--- src/rtl/bpu_pkg.sv ---
package bpu_pkg;

  typedef enum logic [3:0] {
    OP_BR_CARRY = 4'd0,
    OP_BR_CMP   = 4'd1,
    OP_BR_BIT   = 4'd2,
    OP_JMP3     = 4'd3,
    OP_JMP4     = 4'd4,
    OP_CALL3    = 4'd5,
    OP_CALL4    = 4'd6,
    OP_JMP_ABS  = 4'd7,
    OP_CALL_ABS = 4'd8,
    OP_RET      = 4'd9,
    OP_RET_SETC = 4'd10,
    OP_RET_CLRC = 4'd11,
    OP_PUSH     = 4'd12,
    OP_POP      = 4'd13,
    OP_RSV14    = 4'd14,
    OP_RSV15    = 4'd15
  } bpu_op_e;

  localparam int NIB_W = 4;

  // distance from the instruction address to its displacement field
  localparam int BASE_CARRY = 1;
  localparam int BASE_CMP   = 3;
  localparam int BASE_BIT   = 5;
  localparam int BASE_JMP3  = 1;
  localparam int BASE_JMP4  = 2;

  // instruction lengths in nibbles (used for fall-through and link)
  localparam int LEN_CALL3    = 4;
  localparam int LEN_CALL4    = 6;
  localparam int LEN_CALL_ABS = 7;
  localparam int LEN_STACKOP  = 2;

  // short displacement is two nibbles, followed by nothing
  localparam int SHORT_NIBS = 2;

  function automatic logic is_cond_branch(bpu_op_e op);
    return (op == OP_BR_CARRY) || (op == OP_BR_CMP) || (op == OP_BR_BIT);
  endfunction

  function automatic logic is_call(bpu_op_e op);
    return (op == OP_CALL3) || (op == OP_CALL4) || (op == OP_CALL_ABS);
  endfunction

  function automatic logic is_return(bpu_op_e op);
    return (op == OP_RET) || (op == OP_RET_SETC) || (op == OP_RET_CLRC);
  endfunction

endpackage

--- src/rtl/bpu_offset_sext.sv ---
module bpu_offset_sext #(
  parameter int NIBS = 2,
  parameter int AW   = 20
) (
  input  logic [NIBS*bpu_pkg::NIB_W-1:0] raw_i,
  output logic [AW-1:0]                  val_o
);
  localparam int RW = NIBS * bpu_pkg::NIB_W;
  localparam int XW = AW - RW;

  generate
    if (XW > 0) begin : g_ext
      assign val_o = {{XW{raw_i[RW-1]}}, raw_i};
    end else begin : g_trunc
      assign val_o = raw_i[AW-1:0];
    end
  endgenerate
endmodule

--- src/rtl/bpu_target.sv ---
module bpu_target
  import bpu_pkg::*;
#(
  parameter int AW = 20
) (
  input  bpu_op_e       op_i,
  input  logic [AW-1:0] pc_i,
  input  logic [AW-1:0] off_i,
  output logic [AW-1:0] tgt_o,
  output logic [AW-1:0] fall_o,
  output logic [AW-1:0] link_o,
  output logic          zero_off_o
);
  localparam int NW     = 3;            // short, 3-nibble, 4-nibble
  localparam int SHORTW = SHORT_NIBS * NIB_W;

  logic [AW-1:0] sx [NW];

  genvar gi;
  generate
    for (gi = 0; gi < NW; gi++) begin : g_sext
      localparam int NN = (gi == 0) ? SHORT_NIBS : gi + 2;
      bpu_offset_sext #(.NIBS(NN), .AW(AW)) u_sx (
        .raw_i (off_i[NN*NIB_W-1:0]),
        .val_o (sx[gi])
      );
    end
  endgenerate

  logic [AW-1:0] base;
  logic [AW-1:0] disp;
  logic          absolute;

  always_comb begin
    base     = '0;
    disp     = '0;
    absolute = 1'b0;
    fall_o   = pc_i;
    link_o   = '0;
    unique case (op_i)
      OP_BR_CARRY: begin
        base = AW'(BASE_CARRY); disp = sx[0];
        fall_o = pc_i + AW'(BASE_CARRY + SHORT_NIBS);
      end
      OP_BR_CMP: begin
        base = AW'(BASE_CMP); disp = sx[0];
        fall_o = pc_i + AW'(BASE_CMP + SHORT_NIBS);
      end
      OP_BR_BIT: begin
        base = AW'(BASE_BIT); disp = sx[0];
        fall_o = pc_i + AW'(BASE_BIT + SHORT_NIBS);
      end
      OP_JMP3: begin base = AW'(BASE_JMP3); disp = sx[1]; end
      OP_JMP4: begin base = AW'(BASE_JMP4); disp = sx[2]; end
      OP_CALL3: begin
        base = AW'(LEN_CALL3); disp = sx[1];
        link_o = pc_i + AW'(LEN_CALL3);
      end
      OP_CALL4: begin
        base = AW'(LEN_CALL4); disp = sx[2];
        link_o = pc_i + AW'(LEN_CALL4);
      end
      OP_JMP_ABS: absolute = 1'b1;
      OP_CALL_ABS: begin
        absolute = 1'b1;
        link_o = pc_i + AW'(LEN_CALL_ABS);
      end
      OP_PUSH, OP_POP: fall_o = pc_i + AW'(LEN_STACKOP);
      default: ;
    endcase
  end

  assign tgt_o      = absolute ? off_i : (pc_i + base + disp);
  assign zero_off_o = (off_i[SHORTW-1:0] == '0);
endmodule

--- src/rtl/bpu_ret_stack.sv ---
module bpu_ret_stack #(
  parameter int DEPTH = 8,
  parameter int AW    = 20
) (
  input  logic          clk,
  input  logic          rst,
  input  logic          push_i,
  input  logic [AW-1:0] push_data_i,
  input  logic          pop_i,
  output logic [AW-1:0] top_o,
  output logic          full_o,
  output logic          empty_o
);
  localparam int PW = (DEPTH > 1) ? $clog2(DEPTH) : 1;
  localparam logic [PW:0] DEPTH_C = DEPTH[PW:0];

  logic [AW-1:0] mem [DEPTH];
  logic [PW-1:0] wr_ptr;
  logic [PW-1:0] top_idx;
  logic [PW:0]   count;

  // storage: write-only port, no reset, so it maps to distributed RAM
  always_ff @(posedge clk) begin
    if (push_i) mem[wr_ptr] <= push_data_i;
  end

  always_ff @(posedge clk) begin
    if (rst) begin
      wr_ptr <= '0;
      count  <= '0;
    end else if (push_i) begin
      wr_ptr <= wr_ptr + 1'b1;           // at full this overwrites the oldest
      if (count != DEPTH_C) count <= count + 1'b1;
    end else if (pop_i && (count != '0)) begin
      wr_ptr <= wr_ptr - 1'b1;
      count  <= count - 1'b1;
    end
  end

  assign top_idx = wr_ptr - 1'b1;
  assign empty_o = (count == '0);
  assign full_o  = (count == DEPTH_C);
  assign top_o   = empty_o ? '0 : mem[top_idx];

  AST_STK_BOUND: assert property (@(posedge clk) disable iff (rst)
    count <= DEPTH_C);
  AST_STK_FULL_PUSH: assert property (@(posedge clk) disable iff (rst)
    push_i && full_o |=> full_o);
  AST_STK_GROW: assert property (@(posedge clk) disable iff (rst)
    push_i && !full_o |=> count == $past(count) + 1'b1);
  AST_STK_EMPTY_POP: assert property (@(posedge clk) disable iff (rst)
    pop_i && !push_i && empty_o |=> empty_o);
  AST_STK_ONE_OP: assert property (@(posedge clk) disable iff (rst)
    !(push_i && pop_i));
endmodule

--- src/rtl/bpu_branch_unit.sv ---
module bpu_branch_unit
  import bpu_pkg::*;
#(
  parameter int AW        = 20,
  parameter int STK_DEPTH = 8
) (
  input  logic          clk,
  input  logic          rst,
  input  logic          valid_i,
  input  logic [3:0]    op_i,
  input  logic [AW-1:0] pc_i,
  input  logic [AW-1:0] off_i,
  input  logic          cond_i,
  input  logic [AW-1:0] data_i,
  output logic          npc_vld_o,
  output logic [AW-1:0] npc_o,
  output logic          taken_o,
  output logic          push_o,
  output logic [AW-1:0] push_val_o,
  output logic [AW-1:0] pop_val_o,
  output logic          ovf_o,
  output logic          udf_o,
  output logic          carry_set_o,
  output logic          carry_clr_o
);
  bpu_op_e       op;
  logic [AW-1:0] tgt, fall, link, stk_top;
  logic          zero_off, stk_full, stk_empty;
  logic          do_push, do_pop, take;
  logic [AW-1:0] push_data, npc_n, pop_val_n;

  assign op = bpu_op_e'(op_i);

  bpu_target #(.AW(AW)) u_target (
    .op_i       (op),
    .pc_i       (pc_i),
    .off_i      (off_i),
    .tgt_o      (tgt),
    .fall_o     (fall),
    .link_o     (link),
    .zero_off_o (zero_off)
  );

  bpu_ret_stack #(.DEPTH(STK_DEPTH), .AW(AW)) u_stack (
    .clk         (clk),
    .rst         (rst),
    .push_i      (do_push),
    .push_data_i (push_data),
    .pop_i       (do_pop),
    .top_o       (stk_top),
    .full_o      (stk_full),
    .empty_o     (stk_empty)
  );

  always_comb begin
    do_push   = 1'b0;
    do_pop    = 1'b0;
    take      = 1'b0;
    npc_n     = pc_i;
    push_data = link;
    if (is_cond_branch(op)) begin
      if (cond_i) begin
        take   = 1'b1;
        do_pop = zero_off;
        npc_n  = zero_off ? stk_top : tgt;
      end else begin
        npc_n  = fall;
      end
    end else if (is_call(op)) begin
      take    = 1'b1;
      do_push = 1'b1;
      npc_n   = tgt;
    end else if (is_return(op)) begin
      take   = 1'b1;
      do_pop = 1'b1;
      npc_n  = stk_top;
    end else begin
      unique case (op)
        OP_JMP3, OP_JMP4, OP_JMP_ABS: begin take = 1'b1; npc_n = tgt; end
        OP_PUSH: begin do_push = 1'b1; push_data = data_i; npc_n = fall; end
        OP_POP:  begin do_pop  = 1'b1; npc_n = fall; end
        default: ;
      endcase
    end
    do_push   = do_push & valid_i;
    do_pop    = do_pop & valid_i;
    pop_val_n = do_pop ? stk_top : '0;
  end

  always_ff @(posedge clk) begin
    if (rst) begin
      npc_vld_o   <= 1'b0;
      npc_o       <= '0;
      taken_o     <= 1'b0;
      push_o      <= 1'b0;
      push_val_o  <= '0;
      pop_val_o   <= '0;
      ovf_o       <= 1'b0;
      udf_o       <= 1'b0;
      carry_set_o <= 1'b0;
      carry_clr_o <= 1'b0;
    end else begin
      npc_vld_o   <= valid_i;
      taken_o     <= valid_i & take;
      push_o      <= do_push;
      ovf_o       <= do_push & stk_full;
      udf_o       <= do_pop & stk_empty;
      carry_set_o <= valid_i & (op == OP_RET_SETC);
      carry_clr_o <= valid_i & (op == OP_RET_CLRC);
      if (valid_i) begin
        npc_o      <= npc_n;
        push_val_o <= do_push ? push_data : '0;
        pop_val_o  <= pop_val_n;
      end
    end
  end

  AST_VLD_FOLLOWS: assert property (@(posedge clk) disable iff (rst)
    valid_i |=> npc_vld_o);
  AST_IDLE_QUIET: assert property (@(posedge clk) disable iff (rst)
    !valid_i |=> !npc_vld_o && !push_o && !udf_o);
  AST_NOT_TAKEN: assert property (@(posedge clk) disable iff (rst)
    valid_i && is_cond_branch(op) && !cond_i |=> !taken_o && !udf_o && !push_o);
  AST_JUMP_NO_STACK: assert property (@(posedge clk) disable iff (rst)
    valid_i && (op == OP_JMP3 || op == OP_JMP4 || op == OP_JMP_ABS)
      |=> taken_o && !push_o && !udf_o);
  AST_CALL_PUSHES: assert property (@(posedge clk) disable iff (rst)
    valid_i && is_call(op) |=> push_o && taken_o);
  AST_FLAGS_EXCL: assert property (@(posedge clk) disable iff (rst)
    !(ovf_o && udf_o));
  AST_CARRY_EXCL: assert property (@(posedge clk) disable iff (rst)
    !(carry_set_o && carry_clr_o));
endmodule

--- config.mk ---
export PLATFORM = sky130hd
export DESIGN_NAME = bpu_branch_unit
export DESIGN_NICKNAME = d
export VERILOG_FILES = /design/src/rtl/bpu_pkg.sv /design/src/rtl/bpu_offset_sext.sv /design/src/rtl/bpu_target.sv /design/src/rtl/bpu_ret_stack.sv /design/src/rtl/bpu_branch_unit.sv
export SDC_FILE = /design/constraint.sdc
export NUM_CORES = 1
export LEC_CHECK = 0
export ABC_AREA = 1
export BUFFER_PORTS_ARGS = -buffer_cell sky130_fd_sc_hd__buf_4
export CAP_MARGIN = 15
export CORE_MARGIN = 1.5
export CORE_UTILIZATION = 40
export CTS_CLUSTER_SIZE = 16
export DETAILED_ROUTE_END_ITERATION = 16
export GPL_ROUTABILITY_DRIVEN = 0
export SLEW_MARGIN = 20
export SYNTH_ARGS = -nofsm -noshare
export SYNTH_HDL_FRONTEND = slang
export SYNTH_SLANG_ARGS = --single-unit
export TNS_END_PERCENT = 10
--- constraint.sdc ---
create_clock -name clk -period 3.6 [get_ports clk]
set_clock_uncertainty 0.05 [all_clocks]
set_input_delay 0.36 -clock clk [delete_from_list [all_inputs] [get_ports clk]]
set_output_delay 0.36 -clock clk [all_outputs]
set_load 0.01 [all_outputs]
# [Word-level counts from Yosys, hierarchy flattened]
# Memory sizes are Yosys's and may differ from the RTL's.
# Cells that the tools add are included.
[op_classes] n_addsub=12 eq_ne=16 mux=40 n_bitwise=7 n_reduce_logical=20
[ops] cell="2-to-1 mux 20 bit" n=13
[ops] cell="one-hot mux 20 bit (3 select lines)" n=2
[ops] cell="adder 20 x 3 -> 20 bit, second input constant" n=4
[ops] cell="one-hot mux 20 bit (4 select lines)" n=1
[ops] cell="adder 20 x 2 -> 20 bit, second input constant" n=2
[ops] cell="one-hot mux 20 bit (2 select lines)" n=1
[ops] cell="== test 4 bit, second input constant" n=7
[ops] cell="adder 20 bit" n=1
[ops] cell="adder 20 x 3 -> 20 bit" n=1
[ops] cell="one-hot mux 3 bit (6 select lines)" n=1
[ops] cell="2-to-1 mux 1 bit" n=17
[ops] cell="== test 4 x 3 -> 1 bit, second input constant" n=4
[ops] cell="2-to-1 mux 4 bit" n=3
[ops] cell="OR reduction 2 bit" n=5
[ops] cell="== test 4 x 2 -> 1 bit, second input constant" n=2
[ops] cell="logical NOT 4 bit" n=2
[ops] cell="logical NOT 8 bit" n=1
[ops] cell="bitwise AND 1 bit" n=7
[ops] cell="logical OR 1 bit" n=6
[ops] cell="2-to-1 mux 3 bit" n=2
[ops] cell="OR reduction 3 bit" n=2
[ops] cell="adder 4 x 1 -> 4 bit, second input constant" n=1
[ops] cell="== test 4 x 1 -> 1 bit, second input constant" n=1
[ops] cell="!= test 4 bit, second input constant" n=1
[ops] cell="8 further kinds" n=8
[totals] reg_bits=74 mem_bits_rw=160 in_bits=68 out_inout_bits=67 mem_count=1
[memory_table] memory="u_stack.mem" words=8 word_bits=20 rd=1 rd_clocked_by_memory_dff=0 write_ports=1 line="bpu_ret_stack.sv:17" rtl="logic [AW-1:0] mem [DEPTH];"

# [Logic depth before layout (Yosys ltp)]
# Gate-level depths: netlist (run 1).
[logic_depth] ltp_word=10 ltp_mapped=25 ltp_nobuf=25

# [Hierarchy]
# From an unflattened synthesis (run 1), not the netlist that was laid out.
[hier_totals] cells_unflattened=2237 hier_area_um2=16211.8
[by_module_without_submodules] module="bpu_ret_stack" instances=1 cells_per_inst=610 area_per_inst_um2=6922.9
[by_module_without_submodules] module="bpu_target" instances=1 cells_per_inst=850 area_per_inst_um2=4446.8
[by_module_without_submodules] module="bpu_branch_unit" instances=1 cells_per_inst=717 area_per_inst_um2=4391.7
[by_module_without_submodules] module="bpu_offset_sext" instances=3 cells_per_inst=20 area_per_inst_um2=150.1

# [Least setup slack after synthesis (run 1)]
# OpenSTA, ideal clock, no wires.
[synth_path] path_kind="input to register" from="input port op_i[2]" to="register npc_o[7]" setup_ns=0.058 arrival_ns=3.485 required_ns=3.492 path_slack_ns=0.007 path_stages=22 path_buffers=0 path_cell_list="inv_2 nor2_1 nand2_1 o21ai_0 nor2_1 inv_1 nor2_1 nor2_1 fa_1 ha_1 fa_1 nand3_1 nand3_1 nand2_1 nand2_1 xnor2_1 nand2_1 o21ai_0 or2_2 nand3_1 nand2_1 nand2_1"
[synth_between] elab_chain_len=10
[synth_rtl] element="start: declaration" line="bpu_branch_unit.sv:10" rtl="input logic [3:0] op_i,"
[synth_rtl] element="== test 4 x 2 -> 1 bit or logical NOT 4 bit (tied branches)" line="bpu_target.sv:40, bpu_branch_unit.sv:78, bpu_pkg.sv:41"
[synth_rtl] element="OR reduction 2 bit (no line)"
[synth_rtl] element="one-hot mux 3 bit (6 select lines)" line="bpu_target.sv:40" rtl="unique case (op_i)"
[synth_rtl] element="adder 20 x 3 -> 20 bit" line="bpu_target.sv:73" rtl="assign tgt_o = absolute ? off_i : (pc_i + base + disp);"
[synth_rtl] element="adder 20 bit" line="bpu_target.sv:73"
[synth_rtl] element="2-to-1 mux 20 bit" line="bpu_target.sv:73"
[synth_rtl] element="one-hot mux 20 bit (2 select lines)" line="bpu_branch_unit.sv:78" rtl="unique case (op)"
[synth_rtl] element="2-to-1 mux 20 bit" line="bpu_branch_unit.sv:73" rtl="end else if (is_return(op)) begin"
[synth_rtl] element="2-to-1 mux 20 bit" line="bpu_branch_unit.sv:69" rtl="end else if (is_call(op)) begin"
[synth_rtl] element="2-to-1 mux 20 bit (*)" line="bpu_branch_unit.sv:61" rtl="if (is_cond_branch(op)) begin"
[synth_rtl] element="end signal: assignment" line="bpu_branch_unit.sv:111" rtl="npc_o <= npc_n;"
[synth_rtl] element="end: declaration" line="bpu_branch_unit.sv:16" rtl="output logic [AW-1:0] npc_o,"
# Every way passes the cells marked *; elsewhere a longest branch is shown, timed or not.
# A chain may end at the register's enable or synchronous reset.

# [Final worst setup path (run 1)]
[layout_path] from="input port op_i[2]" to="register npc_o[11]"
# Same word-level chain as after synthesis.

==> impl_results.md, run 1 <==
- Status: completed
- Headroom to the max-slew limit: 39.8%
- First-pass GRT wire length: 79300 µm
- Most common cell after layout, fill and taps aside: nand2_1
- FF+latch count, synth: 234
- Max FO, Critical Path: 5
- Largest net degree at the start of global routing: 85
- Routed WL per cell: 21.5 µm
- GR Util All Layers: 28.8%
- Post-route cell area: 0.0169 mm²
- Placed insts: 2422
- Worst R2R Start: u_stack.wr_ptr[1]
- Std-Cell Rows: 68
- Via Count: 14100
- Final hold vios: 0
- CP top delay family: simple AND/OR/NAND/NOR gates
- Hold Startpoint: rst
- Synth Net Count: 1948
- Fill cells: 3476
- Vias in the first global route: 13400
- EDFF count, synth: 160
- Dpl cell area: 0.0160 mm²
- Reg-to-Reg End: npc_o[12]
- Syn Area/Cell: 7.74 µm²
- Crit path kind: in2reg
- Share of layout cells above drive strength 1: 15.3%
- Drt first-iter violations: 1378
- Most used flip-flop cell after synthesis: edfxtp_1
- Power Density: 439 mW/mm²
- H-tree levels: 1
- I/O pin cnt: 135
- Reg clk slew, reported paths: 0.06 ns
- Max Slew Vio Count: 0
- R2R depth: 12
- CTS Sinks: 234
- Max Cap Viol: 0
- Leakage: 7.17 nW
- CP bufs+invs: 6
- Synth unique cells: 53
- Initial Util: 40.8%
- Tmin final: 3.28 ns
- R2r setup slk: 0.80 ns
- GR Overflow Total: 0
- Register area share after synthesis: 44.4%
- CTS Buffer Depth: 3
- Least-Margin Pin Slew: 0.902 ns
- DIE AREA: 0.0365 mm²
- Worst path max stage delay: 0.32 ns
- CP max-delay cell: ha_1
- Cell Count, Final, Fillers Out: 2470
- Drc violations: 0
- Synth Cell Area: 0.0142 mm²
- Total Power: 0.00742 W
- Core area: 0.0347 mm²
- Critical path launch point type: primary input
- DRT Wirelength: 53000 µm
- Hold EP: u_stack.wr_ptr[2]
- Chip height: 191 µm
- Worst Hold Class: in2reg
- WHS: 0.0917 ns
- Crit path top cell by count: nor2_1
- Final setup viols: 0
- Die X-Extent: 191 µm
- RSZ-0062 raised after global routing: no
- Async SR Flop Fraction: 0%
- CTS Root Cell: clkbuf_16
- WP data arrival: 3.64 ns
- Peak VDD IR: 0.339 mV
- Pre-antenna DRT Iters: 6
- CP required: 3.96 ns
- Most frequent cells in the layout: nand2_1 (382), nor2_1 (271), buf_4 (217), o21ai_0 (201), nand3_1 (163)
- Synth warn: 0
- Post-DP HPWL: 39400 µm
- Max Fclk: 305 MHz
- Critical path endpoint category: register
- Layout overhead on the synthesized area: 19.4%
- WHS Path Cells: 2
- TritonCTS Buffers: 26
- Vias/cell: 5.70
- IO Port Bufs: 134
- CTS tree: yes
- Skew-Pair Late Insertion Delay: 0.53 ns
- Initial antenna violation count: 1
- Mapped Cells: 1828
- Levels on crit path: 25
- Final ANT Viol Nets: 0
- Nets: 2115
- Post-route clock period utilization: 91.1%
[cell type report]
class	instances	area [µm²]	area share [%]
multi-input combinational	1360	6980	41.3
sequential	234	6290	37.2
timing repair buffer	217	1630	9.64
clock buffer	32	746	4.41
inverter	156	586	3.46
tap	455	569	3.37
clock inverter	15	106	0.629
antenna	1	2.50	0.0148
[cells in the mapped netlist, types with 2 or more instances]
cell type / count / area (µm²)
a21o_1: 2 / 15.0
a21oi_1: 67 / 335
a22o_1: 14 / 123
a31oi_1: 2 / 12.5
buf_1: 5 / 18.8
buf_2: 25 / 125
clkbuf_1: 44 / 165
clkbuf_2: 2 / 10.0
clkinv_1: 5 / 18.8
dfxtp_1: 74 / 1480
edfxtp_1: 160 / 4800
fa_1: 6 / 120
ha_1: 46 / 576
inv_1: 141 / 529
inv_2: 10 / 37.5
nand2_1: 382 / 1430
nand2_2: 5 / 31.3
nand3_1: 163 / 816
nand3b_1: 4 / 30.0
nand4_1: 27 / 169
nor2_1: 282 / 1060
nor2_2: 6 / 37.5
nor2_4: 7 / 78.8
nor2_8: 2 / 40.0
nor3_1: 11 / 55.1
o2111ai_1: 6 / 52.6
o211ai_1: 50 / 375
o21ai_0: 201 / 1010
o21ai_1: 13 / 65.1
o221ai_1: 8 / 70.1
o22ai_1: 13 / 81.3
or2_0: 2 / 12.5
or2_2: 4 / 25.0
xnor2_1: 10 / 87.6
xor2_1: 11 / 96.3
[power breakdown]
group          switching (W)  internal (W)
Clock                0.00108       0.00154
Combinational        0.00124      0.000580
Sequential         0.0000384       0.00294
Total                0.00236       0.00506
[worst max path at each step]
| stage | slack [ns] | from | endpoint |
|---|---|---|---|
| 5_1_grt | 0.03 | op_i[2] | npc_o[11] |
| 3_5_place_dp | -0.26 | op_i[2] | npc_o[11] |
| 6_report | 0.32 | op_i[2] | npc_o[11] |
| 3_3_place_gp | -0.23 | op_i[2] | npc_o[11] |
| 2_1_floorplan | 0.007 | op_i[2] | npc_o[7] |
| 4_1_cts | 0.29 | op_i[2] | npc_o[11] |
[worst register-to-register path: stages, from the launching register on]
cell      delay [ns]
dfxtp_1         0.39
inv_1           0.09
ha_1            0.32
inv_1           0.25
buf_4           0.28
o21ai_0         0.08
o22ai_1         0.10
o211ai_1        0.52
nand2_1         0.10
nand3_1         0.10
nand3_1         0.21
nor2_1          0.15
nor2_1          0.05
[per-layer routing]
metal | track usage [%] | vias up | wire length [µm]
met1 | 36.4 | 6570 | 21200
met5 | 0 | - | 17
met4 | 15.6 | 2 | 3100
met3 | 3.91 | 168 | 4150
li1 | - | 6607 | -
met2 | 47.6 | 724 | 24600
[cells by family (layout without fill, tap and decap cells)]
kind of cell | after synthesis | in the layout | synth area share, %
AOI/OAI and AO/OA | 386 | 386 | 15.7
xor gates and xnor gates | 22 | 22 | 1.41
adders and majority gates | 52 | 52 | 4.91
buffers and inverters | 234 | 420 | 6.52
DFF | 234 | 234 | 44.4
other | 0 | 1 | 0
and+or+nand+nor | 900 | 900 | 27.0
[per-stage QoR]
step	TNS, ns	util (%)	worst slack (ns)
2_1_floorplan	0	-	0.00713
6_report	0	48.7	0.322
3_3_place_gp	-0.617	46.2	-0.234
4_1_cts	0	48.7	0.287
5_1_grt	0	48.7	0.0318
3_5_place_dp	-1.17	46.2	-0.259
[repair_timing]
| item | in CTS | in global routing |
|---|---|---|
| resized for setup | 0 | 1 |
| setup endpoints to repair | 0 | 1 |
| setup buffers | 0 | 0 |
| hold buffers | 0 | 0 |
[state kept, by name, summed over array words and instances, names as in the netlist]
name and flops:
carry_clr_o 1, carry_set_o 1, npc_o 20, npc_vld_o 1, ovf_o 1, pop_val_o 20
push_o 1, push_val_o 20, taken_o 1, u_stack.count 4, u_stack.mem 160, u_stack.wr_ptr 3
udf_o 1
(Power assumes the default switching activity.)
==> inputs of run 2 (changes only) <==
- CORE_ASPECT_RATIO: unset -> 1.2
==> impl_results.md, run 2 (synthesis gave the netlist of run 1 again) <==
- Drt first-iter violations: 1465 (+6.3%)
- RSZ-0062 raised after global routing: no
- Leakage: 7.20 nW (+0.41%)
- First-pass GRT wire length: 80500 µm (+1.6%)
- CTS tree: yes
- Core area: 0.0349 mm² (+0.56%)
- Dpl cell area: 0.0162 mm² (+0.82%)
- Layout overhead on the synthesized area: 19.8%
- Max FO, Critical Path: 4 (-1)
- Vias/cell: 5.65 (-0.84%)
- IO Port Bufs: 134 (unchanged)
- CP top delay family: simple AND/OR/NAND/NOR gates
- CP required: 3.96 ns (about the same)
- Share of layout cells above drive strength 1: 15.6% (+0.22 points)
- Post-CTS Setup Repair Bufs: 0 (unchanged)
- Most common cell after layout, fill and taps aside: nand2_1
- DIE AREA: 0.0365 mm² (about the same)
- Die X-Extent: 175 µm (-8.6%)
- Worst R2R Start: u_stack.wr_ptr[1]
- Power Density: 431 mW/mm² (-1.8%)
- H-tree levels: 1 (unchanged)
- Antenna diode count: 0 (-1)
- Final setup viols: 0 (unchanged)
- R2r setup slk: 0.67 ns (-0.13 ns)
- R2R depth: 13 (+1)
- Std-Cell Rows: 75 (+10%)
- Final ANT Viol Nets: 0 (unchanged)
- Post-route clock period utilization: 90.0% (-1.1 points)
- Initial Util: 40.6% (-0.23 points)
- Least-Margin Pin Slew: 1.13 ns (+0.228 ns)
- CTS Root Cell: clkbuf_16
- Tmin final: 3.24 ns (-0.0386 ns)
- CP bufs+invs: 3 (-3)
- Chip height: 209 µm (+9.4%)
- Most frequent cells in the layout: nand2_1 (382), nor2_1 (272), buf_4 (228), o21ai_0 (201), nand3_1 (163)
- Post-route cell area: 0.0170 mm² (+0.32%)
- Largest Register: u_stack.mem
- Critical path launch point type: primary input
- CTS Sinks: 234 (unchanged)
- TritonCTS Buffers: 24 (-7.7%)
- Status: completed
- Routed WL per cell: 21.6 µm (+0.44%)
- Setup crit start: op_i[3]
- Post-cts resize count: 0 (unchanged)
- CP max-delay cell: fa_1
- DRT Wirelength: 53600 µm (+1.1%)
- Reg clk slew, reported paths: 0.06 ns (about the same)
- Vias in the first global route: 13500 (+0.93%)
- Headroom to the max-slew limit: 24.6% (-15 points)
- Max Cap Viol: 0 (unchanged)
- Crit path top cell by count: nand2_1
- CTS Buffer Depth: 3 (unchanged)
- Worst Hold Class: in2reg
- Nets: 2126 (+0.52%)
- WP data arrival: 3.60 ns (-0.04 ns)
- GR Overflow Total: 0 (unchanged)
- Peak VDD IR: 0.314 mV (-7.4%)
- CP Capture Point: npc_o[17]
- Drc violations: 0 (unchanged)
- Post-DP HPWL: 39700 µm (+0.76%)
- Via Count: 14000 (-0.20%)
- Reg-to-Reg End: npc_o[12]
- Final hold vios: 0 (unchanged)
- Largest net degree at the start of global routing: 85 (unchanged)
- Final setup TNS: 0 ns (unchanged)
- GR Util All Layers: 29.1% (+0.26 points)
- I/O pin cnt: 135 (unchanged)
- Max Slew Vio Count: 0 (unchanged)
- Initial antenna violation count: 1 (unchanged)
- Pre-antenna DRT Iters: 6 (unchanged)
- Skew-Pair Late Insertion Delay: 0.53 ns (about the same)
- Levels on crit path: 26 (+4.0%)
- Worst path max stage delay: 0.44 ns (+0.12 ns)
- Total Power: 0.00730 W (-1.5%)
- Max Fclk: 309 MHz (+1.2%)
- Max reg flops: 160 (unchanged)
- Hold_buf cts: 0 (unchanged)
- Crit path kind: in2reg
- Critical path endpoint category: register
[run 2: cell count changes in the layout (fill, tap and decap cells not counted), sizes merged]
cell and change:
buf +13, inv -1, bufinv -1, clkinv -7
clkbuf +8, clkinvlp -2, diode -1
[run 2: where the power goes]
part	total [W]	internal (W)	switching, W
Sequential	0.00298	0.00294	0.0000384
Combinational	0.00187	0.000611	0.00126
Clock	0.00246	0.00143	0.00103
Total	0.00730	0.00498	0.00232
[run 2: worst register-to-register path, stage by stage, from the launching register on]
cell	delay (ns)
dfxtp_1	0.39
inv_1	0.10
ha_1	0.36
buf_4	0.24
inv_1	0.06
buf_4	0.22
o21ai_0	0.12
o22ai_1	0.11
o211ai_1	0.59
nor2_1	0.10
nor2_1	0.11
nand3_1	0.16
nor2_1	0.16
nor2_1	0.05
[run 2: per-stage QoR]
stage	utilization (%)	std cells	hold WS (ns)	setup WS (ns)
floorplan	-	1828	0.396	0.00713
global placement	46.3	2441	0.392	-0.0619
detailed placement	46.4	2442	0.396	-0.129
CTS	48.6	2486	0.0859	0.384
global route	48.6	2486	0.105	0.0926
finish	48.6	2486	0.0934	0.360
[run 2: metal layers]
metal | global-route usage, % | part of all wire [%] | up-vias
met5 | 0 | 0 | -
met4 | 17.5 | 6.9 | 0
met3 | 3.35 | 7.3 | 171
met2 | 49.4 | 48 | 692
met1 | 35.3 | 38 | 6554
li1 | - | - | 6626
[run 2: layout make-up]
class                           count  area, µm²
Multi-Input combinational cell   1360       6980
Inverter                          156        586
Tap cell                          462        578
Sequential cell                   234       6290
Clock inverter                      4       23.8
Timing Repair Buffer              230       1750
Fill cell                        3441      17900
Clock buffer                       40        756
[run 2: worst min path at each step]
stage / endpoint / slack (ns) / startpoint / cells after the start
4_1_cts: push_val_o[17] / 0.09 / data_i[17] / 3
3_3_place_gp: push_val_o[16] / 0.39 / push_val_o[16] / 2
6_report: push_val_o[17] / 0.09 / data_i[17] / 3
2_1_floorplan: u_stack.count[3] / 0.40 / u_stack.count[3] / 1
3_5_place_dp: npc_o[3] / 0.40 / npc_o[3] / 2
5_1_grt: push_val_o[17] / 0.10 / data_i[17] / 3
==> inputs of run 3 (changes only) <==
- ABC_AREA: 1 -> unset
- PLACE_DENSITY: unset -> 0.6
- REMOVE_ABC_BUFFERS: unset -> 1
==> impl_results.md, run 3 <==
- CP required: 4.00 ns (+0.04 ns)
- CTS tree: yes
- CP max-delay cell: a2111oi_0
- Most common cell in the synthesized netlist: edfxtp_1
- Vias/cell: 6.07 (+7.4%)
- DRT Wirelength: 47400 µm (-12%)
- Synth area leaders: edfxtp_1 (34%), dfxtp_1 (11%), mux4_2 (6.5%)
- Drt first-iter violations: 1383 (-5.6%)
- Worst path max stage delay: 0.43 ns (about the same)
- WP data arrival: 3.61 ns (about the same)
- CTS Root Cell: clkbuf_16
- Synth Area in XOR/XNOR: 3.08% (+1.7 points)
- Least-Margin Pin Slew: 1.13 ns (-0.000365 ns)
- CTS Sinks: 234 (unchanged)
- Nets: 1632 (-23%)
- Share of layout cells above drive strength 1: 23.3% (+7.7 points)
- Tmin final: 3.22 ns (-0.0212 ns)
- Setup crit start: op_i[0]
- Post-cts resize count: 0 (unchanged)
- Synth Area in Compound Gates: 20.8% (+5.1 points)
- R2R depth: 10 (-3)
- Place WS: -0.162 ns (-0.0332 ns)
- Die X-Extent: 173 µm (-0.72%)
- Dpl cell area: 0.0159 mm² (-1.8%)
- EDFF count, synth: 160 (unchanged)
- Peak VDD IR: 0.340 mV (+8.1%)
- Post-CTS Setup Repair Bufs: 0 (unchanged)
- Share of the synthesized area in the top cell type: 34.4% (+0.50 points)
- Max Slew Vio Count: 0 (unchanged)
- GR Util All Layers: 26.1% (-2.9 points)
- R2r setup slk: 0.50 ns (-0.17 ns)
- Vias in the first global route: 11800 (-13%)
- I/O pin cnt: 135 (unchanged)
- Largest net degree at the start of global routing: 48 (-44%)
- Worst R2R Start: u_stack.wr_ptr[1]
- Pre-antenna DRT Iters: 9 (+3)
- Synth warn: 0 (unchanged)
- Crit path cell chain: buf_4, and2_1, a21oi_1, and2_1, fa_1, ha_1, fa_1, a211oi_1, buf_4, o21bai_1, a2111oi_0, a221oi_1, nor2_1, o22ai_1, a311oi_1
- Skew-Pair Late Insertion Delay: 0.53 ns (about the same)
- H-tree levels: 1 (unchanged)
- IO Port Bufs: 134 (unchanged)
- Final hold vios: 0 (unchanged)
- Top cells by count, synth: edfxtp_1 (160), nand2_1 (155), nor2_1 (116), a21oi_1 (82), dfxtp_1 (74)
- Power Density: 431 mW/mm² (+0.18%)
- Critical path launch point type: primary input
- Crit path kind: in2reg
- RSZ-0062 raised after global routing: no
- Headroom to the max-slew limit: 24.5% (-0.055 points)
- Drc violations: 0 (unchanged)
- Leakage: 6.27 nW (-13%)
- Final WS setup: 0.381 ns (+0.0212 ns)
- Most used flip-flop cell after synthesis: edfxtp_1
- Mux contribution to synthesized area: 7.10% (+7.1 points)
- Final ANT Viol Nets: 0 (unchanged)
- FF+latch count, synth: 234 (unchanged)
- Mapped Cells: 1343 (-27%)
- Status: completed
- Post-synthesis adder-cell area fraction: 4.99% (+0.072 points)
- Antenna diode count: 0 (unchanged)
- Async SR Flop Fraction: 0% (unchanged)
- Layout overhead on the synthesized area: 19.8% (about the same)
- Largest family of logic cells by synthesized area: compound AO/OA/AOI/OAI gates
- Hold_buf cts: 1 (+1)
- Post-route clock period utilization: 89.4% (-0.59 points)
- Max Fclk: 311 MHz (+0.66%)
- Most common cell after layout, fill and taps aside: buf_4
- Initial Util: 40.8% (+0.28 points)
- Std-Cell Rows: 74 (-1.3%)
- Max Cap Viol: 0 (unchanged)
- TritonCTS Buffers: 24 (unchanged)
- Routed WL per cell: 23.9 µm (+11%)
- Cell taking the most area after synthesis: edfxtp_1
- Most frequent cells in the layout: buf_4 (229), edfxtp_1 (160), nand2_1 (155), nor2_1 (114), a21oi_1 (82)
- Synth Cell Area: 0.0140 mm² (-1.4%)
- CTS Buffer Depth: 3 (unchanged)
- Via Count: 12100 (-14%)
- Max reg flops: 160 (unchanged)
- CP Capture Point: npc_o[7]
- DIE AREA: 0.0360 mm² (-1.4%)
- Worst Hold Class: in2reg
- Critical path endpoint category: register
- Post-route cell area: 0.0167 mm² (-1.5%)
- Syn Area/Cell: 10.4 µm² (+34%)
- Register area share after synthesis: 45.1% (+0.65 points)
- Final setup viols: 0 (unchanged)
- Max FO, Critical Path: 3 (-1)
- Synth Area in Simple Gates: 14.9% (-12 points)
- Core area: 0.0342 mm² (-2.1%)
- Reg clk slew, reported paths: 0.06 ns (about the same)
- Post-DP HPWL: 35200 µm (-11%)
- Reg-to-Reg End: npc_o[3]
- Largest Register: u_stack.mem
- Chip height: 208 µm (-0.72%)
- Synth unique cells: 99 (+87%)
- Initial antenna violation count: 0 (-1)
- GR Overflow Total: 0 (unchanged)
- First-pass GRT wire length: 72100 µm (-10%)
-- run 3: cell count changes after synthesis, sizes merged, moves of 38 or more --
cell and delta:
o21ai -130, nor2 -180, nand3 -132, mux4 +40, o211ai -38, inv -128
nand2 -230
-- run 3: cells by family (layout without fill, tap and decap cells) --
kind of cell             after synthesis  after routing
adder cells (fa/ha/maj)               52             52
AO/OA/AOI/OAI                        407            407
flip-flops                           234            234
multiplexers                          49             49
XOR/XNOR                              49             49
AND/OR/NAND/NOR                      437            437
buffers and inverters                115            302
-- run 3: layout make-up --
class                   instances  area (µm²)
repair buffers                234        1810
inverters                      24        90.1
clock inverters                13         139
multi-input cells             994        7150
fillers                      3132       17500
well taps                     456         571
clock buffers                  31         668
flip-flops and latches        234        6290
-- run 3: how the worst min path moves through the flow --
stage              start         to  slack [ns]  cells past startpoint
2_1_floorplan        rst  npc_o[10]        0.38                      1
3_3_place_gp    npc_o[1]   npc_o[1]        0.40                      2
3_5_place_dp    npc_o[1]   npc_o[1]        0.40                      2
4_1_cts        off_i[16]  npc_o[16]        0.08                      3
5_1_grt              rst  npc_o[12]        0.11                      2
6_report       off_i[16]  npc_o[16]        0.10                      3
-- run 3: where the power goes --
group	internal [W]	switching (W)	leakage, nW
Combinational	0.000668	0.00101	3.81
Clock	0.00147	0.00108	0.392
Sequential	0.00294	0.0000448	2.07
-- run 3: worst max-delay path: cells and delay by family --
family / cells / cell delay [ns]
AO/OA/AOI/OAI: 7 / 1.44
AND/OR/NAND/NOR: 3 / 0.48
buffers and inverters: 2 / 0.28
adder cells (fa/ha/maj): 3 / 1.06
-- run 3: stage by stage --
stage,TNS (ns),cells,util (%),hold slack [ns],power [W]
3_5_place_dp,-0.612,1941,46.5,0.401,0.00469
2_1_floorplan,-89.68,1252,-,0.382,0.00395
5_1_grt,0,1986,48.9,0.111,0.00750
6_report,0,1986,48.9,0.103,0.00721
4_1_cts,0,1986,48.9,0.0812,0.00724
3_3_place_gp,-0.441,1941,46.5,0.401,0.00468
-- run 3: layer usage --
metal / wire [µm] / up-vias / track usage [%]
met2: 22000 / 563 / 42.4
met3: 3570 / 122 / 2.93
li1: - / 5496 / -
met4: 2170 / 0 / 11.5
met1: 19700 / 5872 / 35.3
met5: 0 / - / 0
